<file path="config.mk">
export PLATFORM = sky130hd
export DESIGN_NAME = irt_ctrl
export DESIGN_NICKNAME = d
export VERILOG_FILES = /design/src/rtl/irt_pkg.sv /design/src/rtl/irt_sync.sv /design/src/rtl/irt_src_detect.sv /design/src/rtl/irt_route.sv /design/src/rtl/irt_ctrl.sv
export SDC_FILE = /design/constraint.sdc
export NUM_CORES = 1
export LEC_CHECK = 0
export BUFFER_PORTS_ARGS = -buffer_cell sky130_fd_sc_hd__buf_4
export CORE_ASPECT_RATIO = 2
export CORE_MARGIN = 2
export CORE_UTILIZATION = 35
export CTS_CLUSTER_DIAMETER = 200
export DETAILED_ROUTE_END_ITERATION = 7
export HOLD_SLACK_MARGIN = 0.15
export MAX_ROUTING_LAYER = met4
export PLACE_DENSITY = 0.54
export SYNTH_ARGS = -nofsm -noshare
export SYNTH_HDL_FRONTEND = slang
export SYNTH_SLANG_ARGS = --single-unit
</file>
<file path="constraint.sdc">
create_clock -name clk -period 2.55 [get_ports clk]
set_input_delay 0.51 -clock clk [delete_from_list [all_inputs] [get_ports clk]]
set_output_delay 0.51 -clock clk [all_outputs]
set_load 0.02 [all_outputs]
</file>
<file path="src/rtl/irt_pkg.sv">
package irt_pkg;
    localparam int DATA_W    = 32;
    // control-word field positions
    localparam int HI_VALID  = 31;
    localparam int HI_LOCAL  = 30;
    localparam int HI_LEVEL  = 29;
    localparam int HI_LOW    = 28;
endpackage

</file>
<file path="src/rtl/irt_sync.sv">
module irt_sync #(
    parameter int W = 32
) (
    input  logic         clk,
    input  logic         rst,
    input  logic [W-1:0] async_i,
    output logic [W-1:0] sync_o
);
    typedef struct packed {
        logic [W-1:0] s1;
        logic [W-1:0] s2;
    } sync_t;

    sync_t d, q;

    always_comb begin
        d.s1 = async_i;
        d.s2 = q.s1;
    end

    always_ff @(posedge clk) begin
        if (rst) q <= '0;
        else     q <= d;
    end

    assign sync_o = q.s2;
endmodule

</file>
<file path="src/rtl/irt_src_detect.sv">
module irt_src_detect (
    input  logic clk,
    input  logic rst,
    input  logic sync_i,
    input  logic valid_i,
    input  logic level_i,
    input  logic low_i,
    input  logic ack_i,
    output logic req_o
);
    typedef struct packed {
        logic prev;
        logic latch;
    } det_t;

    det_t d, q;
    logic edge_hit;

    always_comb begin
        edge_hit = low_i ? (q.prev & ~sync_i) : (~q.prev & sync_i);
        d.prev   = sync_i;
        if (!valid_i || level_i) d.latch = 1'b0;
        else if (edge_hit)       d.latch = 1'b1;
        else if (ack_i)          d.latch = 1'b0;
        else                     d.latch = q.latch;
        req_o = valid_i & (level_i ? (sync_i ^ low_i) : q.latch);
    end

    always_ff @(posedge clk) begin
        if (rst) q <= '0;
        else     q <= d;
    end


    edge_latch_set_chk: assert property (@(posedge clk) disable iff (rst)
        (valid_i && !level_i && edge_hit) |=> (q.latch || !valid_i || level_i));


    edge_ack_clr_chk: assert property (@(posedge clk) disable iff (rst)
        (ack_i && !edge_hit) |=> !q.latch);
endmodule

</file>
<file path="src/rtl/irt_route.sv">
module irt_route #(
    parameter int NUM_SRC = 32,
    parameter int NUM_VEC = 8,
    parameter int VEC_W   = $clog2(NUM_VEC)
) (
    input  logic [NUM_SRC-1:0]            req_i,
    input  logic [NUM_SRC-1:0]            en_i,
    input  logic [NUM_SRC-1:0][VEC_W-1:0] vec_i,
    output logic [NUM_VEC-1:0]            act_o
);
    for (genvar v = 0; v < NUM_VEC; v++) begin : g_vec
        always_comb begin
            act_o[v] = 1'b0;
            for (int s = 0; s < NUM_SRC; s++) begin
                if (req_i[s] && en_i[s] && (vec_i[s] == VEC_W'(v)))
                    act_o[v] = 1'b1;
            end
        end
    end
endmodule

</file>
<file path="src/rtl/irt_ctrl.sv">
module irt_ctrl #(
    parameter int NUM_SRC = 32,
    parameter int NUM_VEC = 8,
    parameter int MASK_W  = 4,
    localparam int VEC_W  = $clog2(NUM_VEC),
    localparam int SRC_W  = $clog2(NUM_SRC),
    localparam int ADDR_W = SRC_W + 2
) (
    input  logic                        clk,
    input  logic                        rst,
    input  logic [NUM_SRC-1:0]          irq_i,
    input  logic                        cfg_we,
    input  logic [ADDR_W-1:0]           cfg_addr,
    input  logic [irt_pkg::DATA_W-1:0]  cfg_wdata,
    output logic [irt_pkg::DATA_W-1:0]  cfg_rdata,
    output logic [NUM_VEC-1:0]          cause_o
);
    import irt_pkg::*;

    localparam logic [ADDR_W-1:0] ACK_ADDR  = ADDR_W'(2 * NUM_SRC);
    localparam logic [ADDR_W-1:0] PEND_ADDR = ADDR_W'(2 * NUM_SRC + 1);

    typedef struct packed {
        logic [NUM_SRC-1:0]             valid;
        logic [NUM_SRC-1:0]             loc;
        logic [NUM_SRC-1:0]             lvl;
        logic [NUM_SRC-1:0]             low;
        logic [NUM_SRC-1:0][VEC_W-1:0]  vec;
        logic [NUM_SRC-1:0][MASK_W-1:0] mask;
        logic [NUM_VEC-1:0]             pend;
    } state_t;

    state_t d, q;

    logic [NUM_SRC-1:0] irq_sync;
    logic [NUM_SRC-1:0] req;
    logic [NUM_SRC-1:0] thr0_en;
    logic [NUM_SRC-1:0] ack_mask;
    logic [NUM_VEC-1:0] w1c_mask;
    logic [NUM_VEC-1:0] act_vec;
    logic [NUM_VEC-1:0] keep;
    logic               is_entry;
    logic [SRC_W-1:0]   idx;

    assign is_entry = (cfg_addr[ADDR_W-1] == 1'b0);
    assign idx      = cfg_addr[SRC_W:1];
    assign ack_mask = (cfg_we && cfg_addr == ACK_ADDR)  ? cfg_wdata[NUM_SRC-1:0] : '0;
    assign w1c_mask = (cfg_we && cfg_addr == PEND_ADDR) ? cfg_wdata[NUM_VEC-1:0] : '0;
    assign keep     = q.pend & ~w1c_mask;

    irt_sync #(.W(NUM_SRC)) u_sync (
        .clk     (clk),
        .rst     (rst),
        .async_i (irq_i),
        .sync_o  (irq_sync)
    );

    for (genvar s = 0; s < NUM_SRC; s++) begin : g_src
        irt_src_detect u_det (
            .clk     (clk),
            .rst     (rst),
            .sync_i  (irq_sync[s]),
            .valid_i (q.valid[s]),
            .level_i (q.lvl[s]),
            .low_i   (q.low[s]),
            .ack_i   (ack_mask[s]),
            .req_o   (req[s])
        );
        assign thr0_en[s] = q.mask[s][0];
    end

    irt_route #(.NUM_SRC(NUM_SRC), .NUM_VEC(NUM_VEC), .VEC_W(VEC_W)) u_route (
        .req_i (req),
        .en_i  (thr0_en),
        .vec_i (q.vec),
        .act_o (act_vec)
    );

    // next-state
    always_comb begin
        d = q;
        if (cfg_we && is_entry) begin
            if (cfg_addr[0]) begin
                d.valid[idx] = cfg_wdata[HI_VALID];
                d.loc[idx]   = cfg_wdata[HI_LOCAL];
                d.lvl[idx]   = cfg_wdata[HI_LEVEL];
                d.low[idx]   = cfg_wdata[HI_LOW];
                d.vec[idx]   = cfg_wdata[VEC_W-1:0];
            end else begin
                d.mask[idx]  = cfg_wdata[MASK_W-1:0];
            end
        end
        d.pend = keep | act_vec;
    end

    always_ff @(posedge clk) begin
        if (rst) begin
            q.valid <= '0;
            q.loc   <= '0;
            q.lvl   <= '0;
            q.low   <= '0;
            q.vec   <= '0;
            for (int s = 0; s < NUM_SRC; s++) q.mask[s] <= MASK_W'(1);
            q.pend  <= '0;
        end else begin
            q <= d;
        end
    end

    // read mux
    always_comb begin
        cfg_rdata = '0;
        if (is_entry) begin
            if (cfg_addr[0]) begin
                cfg_rdata[HI_VALID]  = q.valid[idx];
                cfg_rdata[HI_LOCAL]  = q.loc[idx];
                cfg_rdata[HI_LEVEL]  = q.lvl[idx];
                cfg_rdata[HI_LOW]    = q.low[idx];
                cfg_rdata[VEC_W-1:0] = q.vec[idx];
            end else begin
                cfg_rdata[MASK_W-1:0] = q.mask[idx];
            end
        end else if (cfg_addr == PEND_ADDR) begin
            cfg_rdata[NUM_VEC-1:0] = q.pend;
        end
    end

    assign cause_o = q.pend;


    pend_reset_chk: assert property (@(posedge clk)
        rst |=> (q.pend == '0));


    pend_set_chk: assert property (@(posedge clk) disable iff (rst)
        (|act_vec) |=> ((cause_o & $past(act_vec)) == $past(act_vec)));


    pend_hold_chk: assert property (@(posedge clk) disable iff (rst)
        (|keep) |=> ((q.pend & $past(keep)) == $past(keep)));
endmodule

</file>
# Yosys cells after proc, flatten, opt, wreduce, memory -nomap -nowiden
# Cells that the tools add are included.
[totals]
output_inout_bits = 40
input_bits = 74
ramBits = 0
word_cells = 1431
rom_bits = 0
n_memories = 0
latch_bits = 0
ff_bits = 488
[classes]
multipliers = 0
n_lt_le_gt_ge = 2
reduce_logical = 454
n_mux = 417
n_div = 0
n_eq_ne = 226
add_sub_neg = 0
shift = 0
bitwise_logic = 197
[op_table]
columns = ["op", "n"]
rows = [
  ["$mux 1", 390],
  ["$eq 3x3->1 const B", 128],
  ["$logic_and 1x1->1", 292],
  ["$eq 3x2->1 const B", 64],
  ["$bwmux 128", 1],
  ["$bwmux 32", 4],
  ["$and 1x1->1", 96],
  ["$bwmux 96", 1],
  ["$eq 3x1->1 const B", 32],
  ["$logic_not 3->1", 32],
  ["$not 1->1", 66],
  ["$reduce_bool 2->1", 32],
  ["$reduce_or 2->1", 32],
  ["$logic_not 1->1", 32],
  ["$logic_or 1x1->1", 32],
  ["$mux 32", 1],
  ["$xor 1x1->1", 32],
  ["$mux 4", 6],
  ["$bmux 1 s5", 4],
  ["$bmux 4 s5", 1],
  ["$demux 4 s5", 1],
  ["$mux 8", 2],
  ["$bmux 3 s5", 1],
  ["$demux 3 s5", 1],
  ["other kinds (9)", 13],
]

# Longest topological paths before layout
[depth]
ltp_word = 38
depth_mapped = 9

# By module
# A second synthesis with hierarchy kept.
[unflattened]
hier_cells = 2871
hier_area_um2 = 24299.6
[by_module_without_submodules]
columns = ["module", "area_each_um2", "seq_area_each_um2", "instances", "cells_per_inst"]
rows = [
  ["irt_ctrl", 16829.9, 7206.9, 1, 2008],
  ["irt_src_detect", 101.3, 40.0, 32, 11],
  ["irt_route", 2308.5, 0.0, 1, 376],
  ["irt_sync", 1918.1, 1281.2, 1, 135],
]

# Least setup slack after synthesis
# OpenSTA, ideal clock, no wires.
[synth_path]
path_kind = "input-to-output"
from = "in cfg_addr[2]"
to = "out cfg_rdata[28] (netlist name)"
cell_stages = 6
t_required_ns = 2.040
arrival_ns = 2.078
path_buffers = 3
setup_slack_ns = -0.038
path_cell_list = "buf_2 buf_2 clkbuf_1 mux4_2 a221oi_1 a31oi_1"
[synth_via]
elab_chain_cells = 4
[synth_lines]
columns = ["item", "line_no", "text"]
rows = [
  ["start, declared", "irt_ctrl.sv:13", "input logic [ADDR_W-1:0] cfg_addr,"],
  ["$bmux 1 s5", "irt_ctrl.sv:118", "cfg_rdata[HI_LOW] = q.low[idx];"],
  ["$mux 1 (implied by the code)", "irt_ctrl.sv:118", ""],
  ["$mux 4", "irt_ctrl.sv:114", "if (cfg_addr[0]) begin"],
  ["$mux 4", "irt_ctrl.sv:113", "if (is_entry) begin"],
  ["end, declared", "irt_ctrl.sv:15", "output logic [irt_pkg::DATA_W-1:0] cfg_rdata,"],
]
# No other way between the ends. The select of a mux whose other input is x is not followed.

# Worst setup path in the final report
[layout_path]
from = "reg q[201] (netlist name)"
to = "out cfg_rdata[2] (netlist name)"
[layout_via]
elab_chain_cells = 4
[layout_lines]
columns = ["item", "line_no", "text"]
rows = [
  ["start, declared", "irt_ctrl.sv:33", "state_t d, q;"],
  ["$bmux 3 s5", "irt_ctrl.sv:119", "cfg_rdata[VEC_W-1:0] = q.vec[idx];"],
  ["$mux 3 (implied by the code)", "irt_ctrl.sv:119", ""],
  ["$mux 3", "irt_ctrl.sv:114", ""],
  ["$mux 4", "irt_ctrl.sv:113", ""],
]
# No other way between the ends. The select of a mux whose other input is x is not followed.

==> impl_metrics.py <==
metrics = {
    "global_routing": {
        "grt_usage": 0.3426,
        "grt_overflow": 0,
        "antenna_found_initial": 5,
        "grt_pass1_wl_mm": 170.0,
        "grt_pass1_vias": 23520,
        "grt_max_degree": 91,
    },
    "power": {
        "leakagePower_nw": 10.76,
        "vdd_drop_max_mv": 0.5404,
        "p_per_area_nw_per_um2": 541.6,
    },
    "setup_path": {
        "worstReg2RegEnd": "cause_o[3]",
        "path_cells": "mux4_2 -> a22o_4 -> a221oi_4 -> a31oi_2 -> a21oi_2 -> nand2_1 -> buf_4",
        "reg2reg_from": "u_sync.sync_o[9]",
        "critical_path_cell_count": 7,
        "cp-startpoint": "q[201]",
        "max_stage_delay_ps": 500,
        "rr_worst_depth": 4,
        "slowest_stage": "mux4_2",
        "path_max_fanout": 2,
        "start_kind": "flop",
        "critPathBufInv": 1,
        "worstSetupEndpointType": "output port",
        "path_class": "flop to output port",
        "arrival_ps": 2580,
        "critPathRequiredTime_ps": 2040,
        "endpoint": "cfg_rdata[2]",
        "timing.reg2reg.setup_slack_ps": 110,
        "crit_family": "compound AO/OA/AOI/OAI gates",
    },
    "clock_tree": {
        "htree_levels": 2,
        "cts_tree": "built",
        "clk_pin_slew_ps": 70,
        "cts_buffers": 48,
        "cts.sinks": 488,
        "clockBufferDepth": 3,
        "clockRootBuffer": "clkbuf_16",
        "clock_latency_ps": 620,
    },
    "yosys": {
        "ys.flop_type": "dfxtp_1",
        "ys_seq_area_frac": 0.4006,
        "synthesis.area_um2": 24390,
        "synth_edf_count": 0,
        "synthArstFlopShare": 0,
        "avgSynthCellArea_um2": 8.383,
        "synthCells": 2909,
        "ys_warn_count": 0,
        "synth_seq_cells": 488,
        "synth_cell_types": 69,
    },
    "routing": {
        "wl_mm": 121.8,
        "drt-pass1-iter-count": 6,
        "ant_nets": 0,
        "vias": 24450,
        "drc": 0,
        "via_per_inst": 5.886,
        "drt_iter0_drc": 2016,
        "drt-wirelength-per-cell_um": 29.33,
    },
    "outcome": {
        "violations": "negative setup slack",
        "status": "finished with violations",
    },
    "cells_and_area": {
        "area_growth_pct": 25.04,
        "instances_no_fill": 4154,
        "drive_gt1_frac": 0.2088,
        "mostFrequentLayoutCells": "480 x nand2_1, 479 x dfxtp_1, 404 x buf_4",
        "final_core_util": 0.4425,
        "layout_commonest_cell": "nand2_1",
        "n_fill_cell": 6835,
        "fin_nets": 3293,
    },
    "floorplanning": {
        "initial_core_util": 0.3538,
        "rows": 136,
        "coreArea_um2": 68920,
        "die_h_um": 377.3,
        "ios": 114,
        "dieArea_um2": 71930,
        "die_w_um": 190.6,
    },
    "placement": {
        "dpl.hpwl_mm": 94.22,
        "place_inst": 4022,
        "portBuffers": 93,
        "dp_slack_ps": -775.6,
        "gp_congestion": 1.035,
    },
    "hold_path": {
        "hold_class": "input port to flop",
    },
    "timing": {
        "drv_slew": 0,
        "rsz0062_at_grt": "true",
        "fin_hold_ws_ps": 251.1,
        "setup_viol": 8,
        "post-route-worst-setup-slack_ps": -540.4,
        "finalCritPeriodShare": 1.212,
        "slew_headroom": 0.1433,
        "fmax_ghz": 0.3236,
        "hold_viol": 0,
        "worst_clock_skew_ps": 17.19,
        "worstMarginPinSlew_ps": 1283,
        "finalCriticalPeriod_ps": 3090,
    },
    "flow_run": {
        "cap_violations": 0,
    },
}
[cells by family (layout without fill, tap and decap cells)]
logic type | count (synthesis) | after routing | synth area share
simple gates | 1234 | 1234 | 0.2505
buf+inv | 269 | 597 | 0.05310
xor+xnor | 31 | 31 | 0.01113
mux | 143 | 143 | 0.1057
compound gates | 743 | 743 | 0.1788
other cells | 1 | 21 | 0.0001538
flops | 488 | 488 | 0.4006
[flip-flops by register name, summed over array words and instances, names as in the netlist]
| signal | cells |
|---|---|
| u_sync.sync_o | 32 |
| cause_o | 8 |
| q | 352 |
| g_src.u_det.q | 64 |
| u_sync.d | 32 |
[layer usage]
metal  global-route usage  vias up  routed length, µm
met2               0.5992     1098              61810
met3              0.03920      338               6045
li1                     -    11030                  -
met4               0.2460        0              10850
met1               0.3536    11980              43110
met5                    -        -                  0
[report_power, final]
part / switching, mW / leakage [nW] / internal, mW
logic: 0.753 / 6.01 / 0.468
registers: 0.0571 / 3.95 / 7.69
clock network: 3.31 / 0.799 / 4.24
total: 4.12 / 10.8 / 12.4
[final cells by class]
class / count / area, µm² / area share
diodes: 1 / 2.502 / 0.00008206
clock buffers: 67 / 1394 / 0.04571
clock inverters: 20 / 224.0 / 0.007345
inverters: 26 / 97.59 / 0.003201
multi-input cells: 2171 / 13610 / 0.4462
flip-flops and latches: 488 / 9786 / 0.3209
well taps: 897 / 1122 / 0.03681
repair buffers: 484 / 4260 / 0.1397
[per-stage QoR]
| step | cell area (µm²) | power [mW] | TNS (ps) |
|---|---|---|---|
| after floorplan | 24460 | 8.516 | 0 |
| after global placement | 28090 | 9.015 | -15450 |
| after detailed placement | 28090 | 9.027 | -17250 |
| after CTS | 30340 | 16.63 | -4332 |
| after global routing | 30490 | 16.99 | -3993 |
| final | 30490 | 16.51 | -3718 |
[Yosys cell counts (10+ instances only)]
cell / count / area share
mux4_2: 76 / 0.070
buf_4: 38 / 0.012
nor2_2: 12 / 0.0031
a22oi_1: 65 / 0.020
nor3b_1: 21 / 0.0065
a31oi_1: 14 / 0.0036
inv_1: 26 / 0.0040
nand2_1: 480 / 0.074
a211oi_1: 21 / 0.0065
and3_1: 33 / 0.0085
nor3_1: 40 / 0.0082
a21oi_1: 325 / 0.067
a211o_1: 26 / 0.0093
a32oi_1: 11 / 0.0040
nand3_1: 204 / 0.042
dfxtp_1: 488 / 0.40
and2_1: 13 / 0.0033
buf_2: 39 / 0.0080
o211ai_1: 16 / 0.0049
mux4_1: 12 / 0.013
nand4_1: 36 / 0.0092
a22o_1: 10 / 0.0036
o21ai_0: 208 / 0.043
mux2i_1: 55 / 0.023
nor2_1: 157 / 0.024
nor4b_1: 32 / 0.011
nor2b_1: 121 / 0.031
nand2b_1: 20 / 0.0051
xnor2_1: 31 / 0.011
clkbuf_1: 151 / 0.023
a221oi_1: 16 / 0.0057
nand3b_1: 16 / 0.0049
[worst reg2reg max path, delay by kind of cell (launching register included)]
kind | cells | cell delay [ps]
flops | 1 | 410
xor+xnor | 1 | 170
compound gates | 3 | 1780
[worst min path at each step]
| stage | start | end | cells past startpoint |
|---|---|---|---|
| floorplan | u_sync.d[0] | u_sync.sync_o[0] | 1 |
| CTS | cfg_wdata[19] | g_src[19].u_det.q[0] | 4 |
| finish | cfg_wdata[23] | g_src[23].u_det.q[0] | 4 |
| global route | cfg_wdata[13] | g_src[13].u_det.q[0] | 4 |
| detailed placement | u_sync.d[20] | u_sync.sync_o[20] | 1 |
| global placement | u_sync.d[20] | u_sync.sync_o[20] | 1 |
[what timing repair did]
| action | 4_1_cts | 5_1_grt |
|---|---|---|
| resized for setup | 51 | 21 |
| setup buffers | 6 | 3 |
| pin swaps | 6 | 4 |
| endpoints found under the setup margin | 12 | 14 |
| cloned | 2 | 2 |
| hold buffers | 32 | 0 |
| endpoints found under the hold margin | 32 | 0 |
Note: power is estimated with default switching activity, not from simulation.
